### src/rtl/crtc_vblank.sv
module crtc_vblank #(
  parameter int LW = 10
) (
  input  logic          clk,
  input  logic          rst_n,
  input  logic          cfg_we,
  input  logic          cfg_sel,
  input  logic [7:0]    cfg_wdata,
  output logic [7:0]    cfg_rdata,
  input  logic          hsync_in,
  input  logic [LW-1:0] vtotal,
  input  logic [LW-1:0] vs_start,
  input  logic [LW-1:0] vs_end,
  output logic          hsync_out,
  output logic          vsync_out,
  output logic          vblank_out,
  output logic [LW-1:0] line_out
);
  localparam logic [7:0] IX_OVF  = 8'h07;
  localparam logic [7:0] IX_MSL  = 8'h09;
  localparam logic [7:0] IX_VBS  = 8'h15;
  localparam logic [7:0] IX_VBE  = 8'h16;
  localparam logic [7:0] IX_MODE = 8'h17;
  localparam logic [7:0] MODE_MASK = 8'hE7;

  logic [7:0] idx, r_ovf, r_msl, r_vbs, r_vbe, r_mode;
  logic       div_ph;
  logic [LW-1:0] line_q;

  wire          wr_data  = cfg_we & cfg_sel;
  wire          sync_en  = r_mode[7];
  wire          half     = r_mode[2];
  wire [9:0]    vb_start = {r_msl[5], r_ovf[3], r_vbs};
  wire          tick     = hsync_in & (~half | div_ph);
  wire [LW-1:0] nxt_line = (line_q >= vtotal) ? '0 : line_q + 1'b1;

  always_ff @(posedge clk) begin
    if (!rst_n) begin
      idx <= '0; r_ovf <= '0; r_msl <= '0; r_vbs <= '0; r_vbe <= '0; r_mode <= '0;
    end else if (cfg_we && !cfg_sel) begin
      idx <= cfg_wdata;
    end else if (wr_data) begin
      case (idx)
        IX_OVF:  r_ovf  <= cfg_wdata;
        IX_MSL:  r_msl  <= cfg_wdata;
        IX_VBS:  r_vbs  <= cfg_wdata;
        IX_VBE:  r_vbe  <= cfg_wdata;
        IX_MODE: r_mode <= cfg_wdata & MODE_MASK;
        default: ;
      endcase
    end
  end

  always_comb begin
    case (idx)
      IX_OVF:  cfg_rdata = r_ovf;
      IX_MSL:  cfg_rdata = r_msl;
      IX_VBS:  cfg_rdata = r_vbs;
      IX_VBE:  cfg_rdata = r_vbe;
      IX_MODE: cfg_rdata = r_mode;
      default: cfg_rdata = '0;
    endcase
    if (rst_n && idx == IX_MODE)
      AST_RSVD_ZERO: assert (cfg_rdata[4:3] == 2'b00);
  end

  always_ff @(posedge clk) begin
    if (!rst_n)
      div_ph <= 1'b0;
    else if (wr_data && idx == IX_MODE && cfg_wdata[2] != half)
      div_ph <= 1'b0;
    else if (hsync_in && half)
      div_ph <= ~div_ph;
  end

  always_ff @(posedge clk) begin
    if (!rst_n) begin
      line_q     <= '0;
      vblank_out <= 1'b0;
    end else if (tick) begin
      line_q <= nxt_line;
      if (nxt_line == LW'(vb_start))
        vblank_out <= 1'b1;
      else if (nxt_line[7:0] == r_vbe)
        vblank_out <= 1'b0;
    end
  end

  always_ff @(posedge clk) begin
    if (!rst_n || !sync_en) begin
      vsync_out <= 1'b0;
      hsync_out <= 1'b0;
    end else begin
      hsync_out <= hsync_in;
      if (tick) begin
        if (nxt_line == vs_start)
          vsync_out <= 1'b1;
        else if (nxt_line == vs_end)
          vsync_out <= 1'b0;
      end
    end
  end

  assign line_out = line_q;

  AST_SYNC_OFF: assert property (@(posedge clk) disable iff (!rst_n)
    !sync_en |=> (!vsync_out && !hsync_out));
  AST_HOLD_NO_PULSE: assert property (@(posedge clk) disable iff (!rst_n)
    !hsync_in |=> $stable(line_out));
  AST_BLANK_SET: assert property (@(posedge clk) disable iff (!rst_n)
    (!$stable(line_out) && line_out == LW'($past(vb_start))) |-> vblank_out);
  AST_BLANK_CLR: assert property (@(posedge clk) disable iff (!rst_n)
    (!$stable(line_out) && line_out[7:0] == $past(r_vbe) && line_out != LW'($past(vb_start)))
    |-> !vblank_out);
  AST_WRAP: assert property (@(posedge clk) disable iff (!rst_n)
    (!$stable(line_out) && $past(line_out) >= $past(vtotal)) |-> line_out == '0);
endmodule

### config.mk
export PLATFORM = sky130hd
export DESIGN_NAME = crtc_vblank
export DESIGN_NICKNAME = d
export VERILOG_FILES = /design/src/rtl/crtc_vblank.sv
export SDC_FILE = /design/constraint.sdc
export NUM_CORES = 1
export LEC_CHECK = 0
export ABC_AREA = 1
export BUFFER_PORTS_ARGS = -buffer_cell sky130_fd_sc_hd__buf_4
export CAP_MARGIN = 5
export CELL_PAD_IN_SITES_DETAIL_PLACEMENT = 1
export CELL_PAD_IN_SITES_GLOBAL_PLACEMENT = 2
export CORE_MARGIN = 5
export CORE_UTILIZATION = 30
export CTS_CLUSTER_SIZE = 20
export DETAILED_ROUTE_END_ITERATION = 12
export PLACE_DENSITY = 0.84
export SLEW_MARGIN = 40
export SYNTH_ARGS = -nofsm -noshare
export SYNTH_HDL_FRONTEND = slang
export SYNTH_SLANG_ARGS = --single-unit
### constraint.sdc
create_clock -name clk -period 2.5 [get_ports clk]
set_input_delay 0.125 -clock clk [delete_from_list [all_inputs] [get_ports clk]]
set_output_delay 0.125 -clock clk [all_outputs]
set_load 0.05 [all_outputs]
Yosys cells after proc, flatten, opt, wreduce, memory -nomap -nowiden
Index checks and enable logic that the tools add are counted.
Widths: inputs -> output; s select.
- register bits: 60
- latch bits: 0
- RAM bits: 0
- bits in read-only memories: 0
- input port bits: 43
- word-level logic and storage cells: 54
- memories kept: 0
- $add $sub $neg: 1
- $mul: 0
- divide/modulo/power cells: 0
- order comparisons: 1
- equality and inequality tests: 10
- shift operators: 0
- mux-type cells: 6
- bitwise logic cells: 7
- reduce and logical (&&, ||, !) cells: 18
- operator list (cell ; number):
    $pmux 8 s5 ; 1
    $eq 10x10->1 ; 3
    $eq 8x5->1 const B ; 3
    $reduce_and 3->1 ; 5
    $add 10x1->10 const B ; 1
    $ge 10x10->1 ; 1
    $mux 10 ; 1
    $eq 8x3->1 const B ; 1
    $eq 8x4->1 const B ; 1
    $eq 8x8->1 ; 1
    $logic_and 1x1->1 ; 4
    $mux 1 ; 4
    $not 1->1 ; 4
    $reduce_and 2->1 ; 2
    $reduce_bool 2->1 ; 2
    $logic_not 1->1 ; 3
    $and 1x1->1 ; 2
    $reduce_or 2->1 ; 1
    $logic_or 1x1->1 ; 1
    $ne 1x1->1 ; 1
    $or 1x1->1 ; 1

Depth between registers and ports, before layout
- depth after elaboration: 5
- gate-level depth with buffers: 18
- depth with buffers taken out: 17

Least setup slack after synthesis
OpenSTA, ideal clock, no wires.
- kind: reg-to-reg
- from: register line_q[5] (netlist: line_out[5])
- to: register vblank_out
- setup time: 132 ps
- arrival time: 2194 ps
- required time: 2368 ps
- setup slack: 173 ps
- cell stages (with the launch flop): 14
- path buffers: 1
- clock period less this slack: 2327 ps
- cell sequence: dfxtp_1 -> ha_1 -> nand2_1 -> inv_2 -> nand2_1 -> nand2_1 -> nand2_1 -> buf_4 -> nand3_4 -> nor2_4 -> xor2_1 -> nand3_1 -> o21bai_1 -> a21oi_1
- word-level cells in the longest chain between the ends: 5
- elaborated cells on any way between the ends: 8
- those cells by class: 1 x add/sub; 1 x order compare; 2 x eq/ne; 2 x mux; 2 x reduce/logical
- ends and longest elaborated chain (item ; RTL line ; RTL):
    from (decl) ; 28 ; logic [LW-1:0] line_q;
    from (signal assigned) ; 81 ; line_q <= nxt_line;
    $add 10x1->10 or $ge 10x10->1 (tied branches) ; 35 ; wire [LW-1:0] nxt_line = (line_q >= vtotal) ? '0 : line_q + 1'b1;
    $mux 10 * ; 35 ;
    $eq 10x10->1 or $eq 8x8->1 (tied branches) ; 82, 84 ;
    $reduce_bool 2->1 (no line) ; - ;
    $reduce_and 2->1 (no line) ; - ;
    to (signal assigned) ; 79 ; vblank_out <= 1'b0;
    to (signal assigned) ; 83 ; vblank_out <= 1'b1;
    to (signal assigned) ; 85 ; vblank_out <= 1'b0;
    to (decl) ; 16 ; output logic vblank_out,
Every way passes the cells marked *; elsewhere a longest branch is shown, timed or not.
A chain may end at the register's enable or synchronous reset.

Worst setup path in the final report
- from: register idx[1]
- to: output port cfg_rdata[7]
- word-level cells in the longest chain between the ends: 2
- elaborated cells on any way between the ends: 6
- those cells by class: 5 x eq/ne; 1 x mux
- ends and longest elaborated chain (item ; RTL line ; RTL):
    from (decl) ; 26 ; logic [7:0] idx, r_ovf, r_msl, r_vbs, r_vbe, r_mode;
    from (signal assigned) ; 41 ; idx <= cfg_wdata;
    $eq 8x5->1 (tied with other cells) ; 55 ; case (idx)
    $pmux 8 s5 * ; 55 ;
    to (decl) ; 9 ; output logic [7:0] cfg_rdata,
Marked as above.

==> out/results.ini <==
[global_routing]
antenna_found_initial=0
overflow=0
grt_max_degree=48
grt_first_pass_wirelength_mm=21.69
grt_pass1_vias=4145
grt_use_total_pct=18.94

[synth]
ys.flop_type=dfxtp_1
syn-num-nets=616
synthTopCellsByCount=nand2_1 (116), inv_1 (82), dfxtp_1 (60)
synth_area_leaders=dfxtp_1 (33%), nand2_1 (12%), inv_1 (8.4%), a21oi_1 (7.5%), o21ai_0 (7.2%)
seq_area_frac_synth_pct=32.60
syn-mean-instance-area_sq_um=6.557
postSynthCellCount=562
synth-async-reset-ratio_pct=0
synth_cell_type_count=34
synth_edf_count=0
yosysTopAreaCell=dfxtp_1
synth_top_area_share_pct=32.60
yosysWarnings=0
synth_most_common_cell=nand2_1
syn_area_sq_um=3685
ys_seq_elements=60

[detailed_routing]
post_drt_wl_per_cell_um=17.25
drt-total-wl_mm=13.54
drt_first_pass_iters=4
vias=4041
viasPerCell=5.148
drc=0
drt-initial-drc-count=180
ant_nets=0

[floorplanning]
num_rows=40
ios=64
initial_core_util_pct=30.68
design.core.area_sq_um=12010
fp.dieH_um=120.8
die_x_um=120.8
fp.dieArea_sq_um=14600

[timing]
max_freq_mhz=431.3
min_period_ps=2318
setup_violations=0
finalMaxSlewViolations=0
slew_headroom_pct=58.06
fin_skew_ps=5.343
fin_hold_ws_ps=34.19
rsz0062_at_grt=true
hold_viol=0
tightest_slew_ps=624.4
min_period_over_period_pct=92.74

[setup_path]
worstSetupPathType=flop to output port
crit_path_cell_trace=inv_1, nand2_1, nor3_1, nand2_2, clkinvlp_4, a22o_1, a221oi_1, o21ai_0, buf_4
crit_arrival_ps=2190
cp-end-kind=output port
crit_fanout=7
cp.buffers_inverters=3
cp-start-kind=flop
crit_family=compound AO/OA/AOI/OAI gates
worstPathRequired_ps=2380
max_stage_delay_ps=360
cp_slowest_cell=dfxtp_1

[pwr]
ir_drop_mv=0.2685
power_switching_mw=0.8334
p_int_mw=2.062
swShare_pct=28.78
power_frac_comb_pct=17.9
leakage_nw=2.087
p_clk_share_pct=47.6
power.density_nw_per_um2=614.7
total_power_mw=2.895
share_seq_of_total_power_pct=34.4

[cells_and_area]
n_antenna_cell=0
instances_no_fill=785
finalNetCount=687
drive_above_1_share_pct=19.91
fillers=1561
area_growth_pct=27.84

[clock_network]
clockBufferDepth=2
cts_inserted_buffers=9
cts_tree=done
htreeDepth=3
path_clk_slew_ps=60
clock_sinks=60
clk-insertion-delay-late_ps=330
root_buffer=clkbuf_16

[min_path]
hold_class=input pin to flop

[placement]
dp.cells=768
io_buffer_count=63
place_hpwl_mm=10.43
place.gp.congestion=0.8532

[outcome]
outcome=finished, final reports clean

[flow_run]
cap_violations=0

cells in the final DEF (no fill, tap or decap), drive strengths merged:
| cell type | n |
|---|---|
| a221oi | 8 |
| o21ai | 56 |
| buf | 78 |
| nor2 | 59 |
| clkinv | 3 |
| o221ai | 1 |
| inv | 87 |
| o21bai | 1 |
| nand2 | 123 |
| clkinvlp | 2 |
| a22o | 4 |
| o211ai | 2 |
| bufinv | 2 |
| nor4 | 1 |
| xnor2 | 4 |
| xor2 | 6 |
| ha | 11 |
| clkbuf | 10 |
| nand4 | 10 |
| a21oi | 56 |
| nor3 | 12 |
| a2111oi | 1 |
| nand3 | 41 |
| dfxtp | 60 |
cell type report:
cell class              instances  area [sq um]  area share [%]
multi-input cells             396          2081           44.17
flip-flops and latches         60          1201           25.50
repair buffers                 78         585.6           12.43
inverters                      88         334.1           7.092
clock buffers                  10         239.0           5.073
well taps                     147         183.9           3.904
clock inverters                 6         86.33           1.833
kinds of logic after synthesis:
kind of cell	count (synthesis)	synth area share, %
simple gates	246	30.70
xor+xnor	10	2.377
flops	60	32.60
compound gates	129	19.46
fa+ha+maj	11	3.735
buf+inv	106	11.14
registers in the layout (all words and copies together), names as in the netlist, 6 cells and up:
signal / flops
r_vbe: 8
r_vbs: 8
r_msl: 8
r_ovf: 8
line_out: 10
r_mode: 6
idx: 8
worst reg2reg max path, delay by kind of cell (launching register included):
kind | cells | cell delay [ps]
AO/OA/AOI/OAI | 2 | 270
flip-flops | 1 | 340
adder cells (fa/ha/maj) | 1 | 280
XOR/XNOR | 1 | 220
AND/OR/NAND/NOR | 7 | 990
buffers and inverters | 2 | 140
layer usage:
metal	vias up	track usage [%]	part of all wire, %
met5	-	0	0
met4	0	6.020	1.9
met3	19	3.789	4.4
met2	88	32.09	48
met1	1947	24.08	46
li1	1987	-	-
power groups by stage:
stage               sequential (mW)  clock [mW]  combinational (mW)
CTS                           0.996        1.41               0.520
global route                  0.999        1.45               0.573
floorplan                      1.07           0               0.267
finish                        0.997        1.38               0.519
global placement               1.02           0               0.499
detailed placement             1.02           0               0.516
worst paths after layout:
path,start,to,slack (ps),cells after the start
worst max register to register,line_out[0],vsync_out,210,13
worst min-delay path,hsync_in,hsync_out,30,3
worst min register to register,r_ovf[4],r_ovf[4],450,2
worst max-delay path,idx[1],cfg_rdata[7],180,9
through the flow:
step                      setup WS (ps)  instance area [sq um]  setup TNS (ps)  utilization (%)
final                             181.6                   4711               0            39.22
after global routing             -24.41                   4711          -24.41            39.22
after CTS                         96.53                   4692               0            39.06
after detailed placement          139.0                   4367               0            36.35
after floorplan                   173.4                   3685               0                -
after global placement            266.8                   4367               0            36.35
repair_timing:
item / 4_1_cts / 5_1_grt
resized for setup: 0 / 4
buffers inserted: 0 / 1
endpoints found under the setup margin: 0 / 5
hold buffers: 0 / 0
hold endpoints to repair: 0 / 0
Note: power is estimated with default switching activity, not from simulation.
